File: config.mk
export PLATFORM = sky130hd
export DESIGN_NAME = wdog_supervisor
export DESIGN_NICKNAME = d
export VERILOG_FILES = /design/src/rtl/wdog_sup_pkg.sv /design/src/rtl/wdog_mode_reg.sv /design/src/rtl/wdog_autokick.sv /design/src/rtl/wdog_window.sv /design/src/rtl/wdog_pulse.sv /design/src/rtl/wdog_supervisor.sv
export SDC_FILE = /design/constraint.sdc
export NUM_CORES = 1
export LEC_CHECK = 0
export ABC_AREA = 1
export BUFFER_PORTS_ARGS = -buffer_cell sky130_fd_sc_hd__buf_2
export CAP_MARGIN = 20
export CORE_AREA = 2 2 74 112
export CTS_CLUSTER_DIAMETER = 50
export DETAILED_ROUTE_END_ITERATION = 8
export DIE_AREA = 0 0 76 114
export PLACE_DENSITY = 0.65
export SETUP_SLACK_MARGIN = 0.02
export SLEW_MARGIN = 25
export SYNTH_ARGS = -nofsm -noshare
export SYNTH_HDL_FRONTEND = slang
export SYNTH_SLANG_ARGS = --single-unit
File: constraint.sdc
create_clock -name clk_i -period 1.65 [get_ports clk_i]
set_input_delay 0 -clock clk_i [delete_from_list [all_inputs] [get_ports clk_i]]
set_output_delay 0 -clock clk_i [all_outputs]
set_load 0.02 [all_outputs]
File: src/rtl/wdog_sup_pkg.sv
package wdog_sup_pkg;

   typedef enum logic {
      WD_PASSIVE = 1'b0,
      WD_ARMED   = 1'b1
   } wd_mode_e;

   // Counter width able to hold values 0 .. n-1
   function automatic int unsigned cnt_width(input int unsigned n);
      return (n > 1) ? $clog2(n) : 1;
   endfunction

endpackage

File: src/rtl/wdog_mode_reg.sv
module wdog_mode_reg
   import wdog_sup_pkg::*;
(
   input  logic     clk_i,
   input  logic     rst_ni,
   input  logic     set_arm_i,
   input  logic     set_safe_i,
   input  logic     force_safe_i,
   output wd_mode_e mode_o
);

   wd_mode_e mode_q;

   always_ff @(posedge clk_i) begin
      if (!rst_ni) begin
         mode_q <= WD_PASSIVE;
      end else if (set_safe_i || force_safe_i) begin
         mode_q <= WD_PASSIVE;
      end else if (set_arm_i) begin
         mode_q <= WD_ARMED;
      end
   end

   assign mode_o = mode_q;

endmodule

File: src/rtl/wdog_autokick.sv
module wdog_autokick
   import wdog_sup_pkg::*;
#(
   parameter int unsigned PERIOD = 25_000_000
) (
   input  logic clk_i,
   input  logic rst_ni,
   output logic tick_o
);

   localparam int unsigned W = cnt_width(PERIOD);
   localparam logic [W-1:0] LAST = W'(PERIOD - 1);

   logic [W-1:0] cnt_q;

   always_ff @(posedge clk_i) begin
      if (!rst_ni) begin
         cnt_q <= '0;
      end else if (cnt_q == LAST) begin
         cnt_q <= '0;
      end else begin
         cnt_q <= cnt_q + 1'b1;
      end
   end

   assign tick_o = (cnt_q == LAST);

endmodule

File: src/rtl/wdog_window.sv
module wdog_window
   import wdog_sup_pkg::*;
#(
   parameter int unsigned TIMEOUT = 50_000_000
) (
   input  logic clk_i,
   input  logic rst_ni,
   input  logic kick_i,
   input  logic hold_i,
   output logic expire_o
);

   localparam int unsigned W = cnt_width(TIMEOUT);
   localparam logic [W-1:0] LAST = W'(TIMEOUT - 1);

   logic [W-1:0] cnt_q;
   logic         at_last;

   assign at_last  = (cnt_q == LAST);
   // a kick on the expiry edge takes precedence
   assign expire_o = at_last && !kick_i && !hold_i;

   always_ff @(posedge clk_i) begin
      if (!rst_ni) begin
         cnt_q <= '0;
      end else if (kick_i || hold_i || at_last) begin
         cnt_q <= '0;
      end else begin
         cnt_q <= cnt_q + 1'b1;
      end
   end

endmodule

File: src/rtl/wdog_pulse.sv
module wdog_pulse
   import wdog_sup_pkg::*;
#(
   parameter int unsigned WIDTH_CYC = 10_000
) (
   input  logic clk_i,
   input  logic rst_ni,
   input  logic fire_i,
   input  logic strap_i,
   output logic active_o,
   output logic done_o
);

   logic active_q;

   generate
      if (WIDTH_CYC == 1) begin : g_single
         always_ff @(posedge clk_i) begin
            if (!rst_ni) begin
               active_q <= 1'b0;
            end else begin
               active_q <= fire_i && strap_i && !active_q;
            end
         end
         assign done_o = active_q && strap_i;
      end else begin : g_count
         localparam int unsigned W = cnt_width(WIDTH_CYC);
         localparam logic [W-1:0] LOAD = W'(WIDTH_CYC - 1);
         logic [W-1:0] left_q;

         always_ff @(posedge clk_i) begin
            if (!rst_ni) begin
               active_q <= 1'b0;
               left_q   <= '0;
            end else if (!strap_i) begin
               active_q <= 1'b0;
               left_q   <= '0;
            end else if (active_q) begin
               if (left_q == '0) begin
                  active_q <= 1'b0;
               end else begin
                  left_q <= left_q - 1'b1;
               end
            end else if (fire_i) begin
               active_q <= 1'b1;
               left_q   <= LOAD;
            end
         end
         assign done_o = active_q && strap_i && (left_q == '0);
      end
   endgenerate

   assign active_o = active_q;

endmodule

File: src/rtl/wdog_supervisor.sv
module wdog_supervisor
   import wdog_sup_pkg::*;
#(
   parameter int unsigned TIMEOUT_CYC  = 50_000_000,
   parameter int unsigned AUTOKICK_CYC = 25_000_000,
   parameter int unsigned PULSE_CYC    = 10_000
) (
   input  logic clk_i,
   input  logic rst_ni,
   input  logic arm_i,
   input  logic disarm_i,
   input  logic kick_i,
   input  logic strap_i,
   output logic wdt_rst_no
);

   generate
      if (TIMEOUT_CYC < 2) begin : g_bad_timeout
         $error("TIMEOUT_CYC must be at least 2");
      end
      if (AUTOKICK_CYC < 1 || AUTOKICK_CYC >= TIMEOUT_CYC) begin : g_bad_autokick
         $error("AUTOKICK_CYC must be in 1 .. TIMEOUT_CYC-1");
      end
      if (PULSE_CYC < 1) begin : g_bad_pulse
         $error("PULSE_CYC must be at least 1");
      end
   endgenerate

   wd_mode_e mode;
   logic     mode_armed;
   logic     auto_tick;
   logic     kick_any;
   logic     expire;
   logic     fire;
   logic     pulse_active;
   logic     pulse_done;

   assign mode_armed = (mode == WD_ARMED);
   assign kick_any   = kick_i || (auto_tick && !mode_armed);
   assign fire       = expire && mode_armed && strap_i;

   wdog_mode_reg u_mode (
      .clk_i        (clk_i),
      .rst_ni       (rst_ni),
      .set_arm_i    (arm_i),
      .set_safe_i   (disarm_i),
      .force_safe_i (pulse_done),
      .mode_o       (mode)
   );

   wdog_autokick #(.PERIOD(AUTOKICK_CYC)) u_auto (
      .clk_i  (clk_i),
      .rst_ni (rst_ni),
      .tick_o (auto_tick)
   );

   wdog_window #(.TIMEOUT(TIMEOUT_CYC)) u_win (
      .clk_i    (clk_i),
      .rst_ni   (rst_ni),
      .kick_i   (kick_any),
      .hold_i   (pulse_active),
      .expire_o (expire)
   );

   wdog_pulse #(.WIDTH_CYC(PULSE_CYC)) u_pulse (
      .clk_i    (clk_i),
      .rst_ni   (rst_ni),
      .fire_i   (fire),
      .strap_i  (strap_i),
      .active_o (pulse_active),
      .done_o   (pulse_done)
   );

   // driven straight from the pulse flop
   assign wdt_rst_no = !pulse_active;

endmodule

---- Yosys cells after proc, flatten, opt, wreduce, memory -nomap -nowiden ----
Index checks and enable logic that the tools add are counted.
storage, ports and cells
  flip-flop bits (word level) ............. 67
  bits of input ports ..................... 6
  output and inout bits ................... 1
  logic and storage cells ................. 39
operators by class
  add/sub/neg operators ................... 3
  eq/ne operators ......................... 3
  muxes and demuxes ....................... 6
  bitwise operators ....................... 1
  reductions and logical operators ........ 21
operators with widths
  operator                                                              number
  14-bit two-way mux                                                    3
  26-bit by 1-bit adder with 26-bit output, second input constant       1
  26-bit == test, second input constant                                 1
  25-bit by 1-bit adder with 25-bit output, second input constant       1
  25-bit == test, second input constant                                 1
  14-bit logical NOT                                                    1
  14-bit by 1-bit subtractor with 14-bit output, second input constant  1
  1-bit logical AND                                                     7
  2-bit OR reduction                                                    3
  1-bit logical OR                                                      4
  2-bit AND reduction                                                   2
  1-bit logical NOT                                                     3
  1-bit two-way mux                                                     3
  2-bit != test, second input constant                                  1
  2-bit nonzero test                                                    1
  1-bit NOT                                                             1

---- Logic depth before layout (Yosys ltp) ----
Gate-level depths: netlist of run 1.
  depth after elaboration ................. 10
  gate-level depth with buffers ........... 11
  gate-level depth less buffers ........... 11

---- By module ----
Synthesis of run 1 repeated with hierarchy kept, for this count alone.
second synthesis, totals
  cell total of the unflattened synthesis .. 590
  area total of the unflattened synthesis .. 3836.2 µm²
modules (own cells, without submodules)
  module           times used  cells an instance  area an instance (µm²)  sequential area each (µm²)
  wdog_window      1           219                1456.4                  520.5
  wdog_autokick    1           205                1370.1                  500.5
  wdog_pulse       1           153                942.2                   300.3
  wdog_mode_reg    1           5                  35.0                    20.0
  wdog_supervisor  1           8                  32.5                    0.0

---- Least setup slack after synthesis of run 1 ----
Ideal clock, no wire load.
  path type ............................... reg-to-reg
  from .................................... register u_pulse.g_count.left_q[0]
  to ...................................... register u_pulse.g_count.left_q[0]
  library setup time ...................... 0.111 ns
  data arrival time ....................... 1.419 ns
  required time ........................... 1.539 ns
  slack ................................... 0.120 ns
  cell stages (with the launch flop) ...... 11
  buffers on the path ..................... 1
  period minus slack after synthesis ...... 1.530 ns
  cell sequence ........................... dfxtp_1 > inv_1 > ha_1 > nand3_2 > nor2_4 > nand3_1 > nand2_2 > buf_4 > nand3_1 > nand3_1 > inv_1
on the way
  word-level cells in the longest chain between the ends .. 3
  elaborated cells between the ends (all ways) .. 6
  those cells by class .................... add/sub: 1; eq/ne: 1; mux: 2; reduce/logical: 2
RTL lines
  element                                                                              RTL line                            source
  start, declared                                                                      wdog_pulse.sv:29                    logic [W-1:0] left_q;
  start signal, assigned                                                               wdog_pulse.sv:42                    left_q <= left_q - 1'b1;
  14-bit by 1-bit subtractor with 14-bit output or 14-bit logical NOT (tied branches)  wdog_pulse.sv:42, wdog_pulse.sv:39
  14-bit two-way mux or 2-bit != test (tied branches)                                  -
  14-bit two-way mux or 2-bit AND reduction (tied branches)                            -
Parallel ways exist; a longest one is shown, timed or not. The select of a mux whose other input is x is not followed.
A chain may end at the register's enable or synchronous reset.

---- Worst setup path after layout of run 1 ----
  from .................................... register u_win.cnt_q[0]
  to ...................................... register u_pulse.g_count.left_q[4]
on the way
  word-level cells in the longest chain between the ends .. 7
RTL lines
  element                          RTL line               source
  start, declared                  wdog_window.sv:16      logic [W-1:0] cnt_q;
  start signal, assigned           wdog_window.sv:29      cnt_q <= cnt_q + 1'b1;
  26-bit == test                   wdog_window.sv:19      assign at_last = (cnt_q == LAST);
  1-bit logical AND (2 in series)  wdog_window.sv:21      assign expire_o = at_last && !kick_i && !hold_i;
  1-bit logical AND (2 in series)  wdog_supervisor.sv:40  assign fire = expire && mode_armed && strap_i;
  2-bit nonzero test (no line)     -
  2-bit AND reduction (no line)    -
No other way between the ends.

==> results of run 1 <==
## per-stage QoR
stage | instance area, µm² | total power [mW] | util (%)
3_5_place_dp | 4070 | 1.76 | 52.5
2_1_floorplan | 3780 | 1.72 | -
4_1_cts | 4430 | 3.68 | 57.1
5_1_grt | 4500 | 3.76 | 58.0
6_report | 4500 | 3.65 | 58.0
3_3_place_gp | 4070 | 1.76 | 52.5
## cells by family (layout without fill, tap and decap cells)
group	count (synthesis)	count (layout)
adder cells (fa/ha/maj)	3	3
AND/OR/NAND/NOR	370	371
buffers and inverters	88	129
XOR/XNOR	26	26
AO/OA/AOI/OAI	31	31
flip-flops	67	67
## final timing paths
check	slack [ns]	cells past startpoint	endpoint	start
worst max-delay path	0.11	9	u_pulse.g_count.left_q[4]	u_win.cnt_q[0]
worst min-delay path	0.07	5	u_mode.mode_o	rst_ni
worst max register to register	0.11	9	u_pulse.g_count.left_q[4]	u_win.cnt_q[0]
worst min register to register	0.48	2	u_auto.cnt_q[24]	u_auto.cnt_q[24]
## area by class of cell
cell class                 count  area, µm²  share of cell area [%]
multi-input combinational    431       2150                    47.8
timing repair buffer          34        278                    6.17
clock buffer                  13        260                    5.78
clock inverter                 2       35.0                   0.778
tap                          105        131                    2.92
inverter                      80        300                    6.67
sequential                    67       1350                    29.9
## worst max-delay path, delay by kind of cell (launching register included)
family	cells	cell delay, ns
compound gates	1	0.13
fa+ha+maj	1	0.15
flops	1	0.35
buf+inv	2	0.21
simple gates	5	0.57
## layer usage
layer	share of wire [%]	track usage [%]
met5	0	0
met4	3.6	12.6
met3	2.2	4.11
met2	53	40.8
met1	41	21.6
## placed cells by master, fill, tap and decap left out, drive strengths merged
cell type,n
nor3b,1
buf,32
or2,7
xor2,17
a21oi,23
dfxtp,67
dlygate4sd3,2
bufinv,1
o21ai,7
clkinv,2
nor2,118
nand3b,13
nand3,45
clkbuf,13
nor3,16
ha,3
nand2,163
o221ai,1
inv,79
nand4,8
xnor2,9
## power by group through the flow
stage / Combinational, mW / Clock, mW / Sequential [mW]
2_1_floorplan: 0.0508 / 0 / 1.67
3_3_place_gp: 0.0844 / 0 / 1.67
3_5_place_dp: 0.0852 / 0 / 1.67
4_1_cts: 0.0906 / 1.95 / 1.64
5_1_grt: 0.102 / 2.02 / 1.64
6_report: 0.0906 / 1.92 / 1.64
## registers in the layout (all words and copies together), names as in the netlist
name	flops
u_mode.mode_o	1
u_pulse.active_o	1
u_auto.cnt_q	25
u_pulse.g_count.left_q	14
u_win.cnt_q	26
## what timing repair did
item,CTS,global route
setup endpoints to repair,9,55
setup buffers,0,2
gates cloned,0,1
pin swaps,1,6
hold buffers,2,0
endpoints found under the hold margin,1,0
gates resized for setup,7,15
==> summary.txt, run 1 <==
DIE AREA = 8660 µm²
average wire per standard cell = 11.8 µm
slew margin rel. = 65.1%
routability cong. = 0.897
number of port buffers = 6
worst slew pin tran = 0.519 ns
Worst Skew = 0.00624 ns
CP Max Fanout = 8
Post-Place Cells = 712
share of the synthesized area in the top cell type = 35.5%
crit path cell chain = ha_4, nand3_4, nor2_4, inv_1, nor2_2, nand3_4, buf_6, a21oi_1, nor2_1
Worst path slowest cell = dfxtp_2
Filler Cell Count = 755
power density cells = 809 nW/µm²
CTS buffer count = 9
cell mode on critical path = nand3_4
hold slack = 0.0723 ns
clock buffer depth = 2
Layout Cells excl Fill = 732
number of synthesis warnings = 0
pre-CTS setup slack = -0.0276 ns
Fin. Hold Viols = 0
RSZ-0062 raised after global routing = yes
CP max stage delay = 0.35 ns
Total GRT Usage = 21.5%
Slew Viols, Final = 0
Internal Power = 2.91 mW
total clock sinks = 67
flops & latches, synth = 67
width of the die = 76 µm
GR Overflow Total = 0
Post-Synth Adder-Cell Area = 0.993%
clock root cell = clkbuf_16
XOR/XNOR share of the synthesized area = 6.03%
number of global-route vias before repair = 3,572
Clock Power Share = 52.6%
largest net degree at the start of global routing = 27
Max IR drop VDD = 0.681 mV
EDFF count, synth = 0
area leader, netlist = dfxtp_1
routed via count = 3,587
Synth Net Count = 594
setup slack after layout = 0.110 ns
Startpoint Class = register
I/O pin cnt = 7
Compound-Gate Fraction of Synth Area = 4.30%
sequential power share = 45.0%
mux share of post-synthesis cell area = 0%
final net count = 632
main combinational cell family by area after synthesis = simple AND/OR/NAND/NOR gates
sw frac = 20.2%
drt pass-1 iters = 5
Vias per Instance = 4.90
ant diodes = 0
Synth Instances = 585
final setup violation count = 0
Critical Path AT = 1.76 ns
post-route ant nets = 0
Critical Path Sink Type = register
Initial DRC Count = 128
setup_tns = 0 ns
Cell Area, Synth = 3780 µm²
H-tree depth = 3
Die Height = 114 µm
Area contributors post-synth = dfxtp_1, nand2_1, nor2_1
critical setup path kind = register to register
most numerous cell in the Yosys netlist = nand2_1
Post-Syn Area per Cell = 6.46 µm²
Post-synth top flop = dfxtp_1
switching pwr = 0.736 mW
max-cap check violation count = 0
Cell Rows = 40
Initial Util = 48.7%
Synth Area in Simple Gates = 43.3%
clock-pin slew on the worst setup and hold paths = 0.05 ns
Syn-to-layout area delta = 19.2%
CP required = 1.87 ns
min Tclk post-route = 1.54 ns
Combinational Power Share = 2.5%
Pleak = 1.77 nW
Yosys cell types = 27
initial antenna violation count = 0
clk_lat worst skew = 0.33 ns
DRC viols = 0
commonest cells in the netlist = nand2_1, nor2_1, inv_1, dfxtp_1, nand3_1
FMAX = 0.649 GHz
first-pass GRT wire length = 15,100 µm
wirelength, routed = 8670 µm
status = completed
Hold WC Path Type = primary input to register
CTS tree = built
DP HPWL = 6380 µm
Post-synth ARST share = 0%
Final period util = 93.4%
core box area = 7760 µm²
sequential area share after synthesis = 35.5%
share of cells above drive strength 1 = 13.6%
No activity file was read; power rests on OpenSTA's default activity.
==> run 2, diff against run 1 <==
--- a/config.mk
+++ b/config.mk
@@ -8,12 +8,11 @@
 export ABC_AREA = 1
 export BUFFER_PORTS_ARGS = -buffer_cell sky130_fd_sc_hd__buf_2
 export CAP_MARGIN = 20
-export CORE_AREA = 2 2 74 112
+export CORE_AREA = 2 2 71 107
 export CTS_CLUSTER_DIAMETER = 50
 export DETAILED_ROUTE_END_ITERATION = 8
-export DIE_AREA = 0 0 76 114
-export PLACE_DENSITY = 0.65
-export SETUP_SLACK_MARGIN = 0.02
+export DIE_AREA = 0 0 73 109
+export PLACE_DENSITY = 0.71
 export SLEW_MARGIN = 25
 export SYNTH_ARGS = -nofsm -noshare
 export SYNTH_HDL_FRONTEND = slang
==> run 2 against run 1 <==
Compared with the run above: routed wire length fell by 4.4%; design area fell by 2.7%; non-clock buffer count rose by 6; critical path type unchanged; sequential share of layout area rose by 0.77 points; register-to-register slack got worse by 0.02 ns; combinational power rose by 2%; critical endpoint is now u_pulse.g_count.left_q[0]; count of clock-buffer cells in the layout did not move; final cell count fell by 2.7%; highest routed layer unchanged; core utilization rose by 3.8 points.
==> summary.txt, run 2 (synthesis gave the netlist of run 1 again) <==
DIE AREA = 7960 µm²
first-pass GRT wire length = 14,400 µm
total clock sinks = 67
Post-Place Cells = 692
Reg-to-Reg Start = u_pulse.g_count.left_q[1]
CTS tree = built
Largest Register = u_win.cnt_q
final net count = 637
Hold WC Path Type = primary input to register
commonest cells after routing, fill and taps aside = nand2_1, nor2_1, inv_1, dfxtp_1, nand3_1
share of cells above drive strength 1 = 13.9%
Worst Skew = 0.00656 ns
max-cap check violation count = 0
worst slew pin tran = 0.406 ns
Syn-to-layout area delta = 16.0%
DP HPWL = 6330 µm
routed via count = 3,554
wirelength, routed = 8290 µm
status = completed
max reg flops = 26
critical setup path kind = register to register
drt pass-1 iters = 4
average wire per standard cell = 11.6 µm
routability cong. = 0.907
Critical Path Sink Type = register
CP Max Fanout = 10
min Tclk post-route = 1.56 ns
number of global-route vias before repair = 3,499
Finished Core Util = 61.9%
Max IR drop VDD = 0.559 mV
most common cell after layout, fill and taps aside = nand2_1
Vias per Instance = 4.99
Die Height = 109 µm
clk_lat worst skew = 0.36 ns
Final period util = 94.3%
H-tree depth = 3
clock root cell = clkbuf_8
slew margin rel. = 72.7%
CP required = 1.91 ns
Total GRT Usage = 23.4%
CTS buffer count = 9
Startpoint Class = register
Pleak = 1.74 nW
GR Overflow Total = 0
Layout Cells excl Fill = 712
number of port buffers = 6
I/O pin cnt = 7
post-route ant nets = 0
CP endpoint = u_pulse.g_count.left_q[0]
Initial DRC Count = 167
r2r endpoint = u_pulse.g_count.left_q[0]
Worst Hold Depth = 4
clock buffer depth = 2
core box area = 7080 µm²
ant diodes = 0
DRC viols = 0
initial antenna violation count = 0
R2R setup slack = 0.09 ns
largest net degree at the start of global routing = 27
Top Registers = u_win.cnt_q (26), u_auto.cnt_q (25), u_pulse.g_count.left_q (14)
Cell Rows = 38
CP Launch Point = u_pulse.g_count.left_q[1]
width of the die = 73 µm
Slew Viols, Final = 0
final setup violation count = 0
clock-pin slew on the worst setup and hold paths = 0.07 ns
Fin. Hold Viols = 0
FMAX = 0.643 GHz
power density cells = 684 nW/µm²
Initial Util = 53.3%
Critical Path AT = 1.82 ns
reg2reg path depth = 10
==> run 2: cell type report <==
| class | count | area, µm² |
|---|---|---|
| fillers | 659 | 2700 |
| multi-input cells | 430 | 2130 |
| flip-flops and latches | 67 | 1340 |
| repair buffers | 40 | 333 |
| inverters | 80 | 300 |
| clock buffers | 13 | 169 |
| well taps | 80 | 100 |
| clock inverters | 2 | 10.0 |
==> run 2: how the worst min path moves through the flow <==
stage / end / startpoint / slack [ns]
finish: u_auto.cnt_q[12] / rst_ni / 0.1
global route: u_auto.cnt_q[12] / rst_ni / 0.11
CTS: u_auto.cnt_q[12] / rst_ni / 0.09
detailed placement: u_mode.mode_o / disarm_i / 0.27
global placement: u_mode.mode_o / disarm_i / 0.27
floorplan: u_mode.mode_o / disarm_i / 0.16
==> run 2: where the power goes <==
group	internal (mW)	switching, mW	total [mW]
logic	0.0402	0.0525	0.0926
registers	1.63	0.00805	1.63
clock network	0.656	0.613	1.27
==> run 2: repair_timing <==
action | 4_1_cts | 5_1_grt
buffers inserted | 0 | 1
resized for setup | 0 | 16
hold endpoints to repair | 1 | 0
endpoints found under the setup margin | 0 | 65
hold buffers | 4 | 0
==> run 2: layer usage <==
layer	global-route usage, %	up-vias	share of wire, %
li1	-	1898	-
met1	24.2	1595	42
met2	42.5	42	51
met3	5.36	19	2.8
met4	12.3	0	3.6
met5	0	-	0
==> run 2: metrics by stage <==
step | power (mW) | worst slack (ns) | instance area, µm² | hold slack (ns) | setup TNS [ns]
CTS | 3.03 | 0.0200 | 4310 | 0.0918 | 0
floorplan | 1.72 | 0.120 | 3780 | 0.162 | 0
global placement | 1.75 | 0.0181 | 4090 | 0.269 | 0
detailed placement | 1.76 | 0.0350 | 4090 | 0.271 | 0
finish | 3.00 | 0.0939 | 4380 | 0.0954 | 0
global route | 3.10 | -0.0114 | 4380 | 0.111 | -0.0168
==> run 2: worst max-delay path, stage by stage, from the launching register on <==
cell and delay (ns):
dfxtp_1 0.33, inv_1 0.11, ha_4 0.15, nand3_2 0.11, nor2_4 0.17, nand3_2 0.13, nand2_4 0.13, buf_12 0.12
nand3_1 0.08, nand3_1 0.07, inv_1 0.05
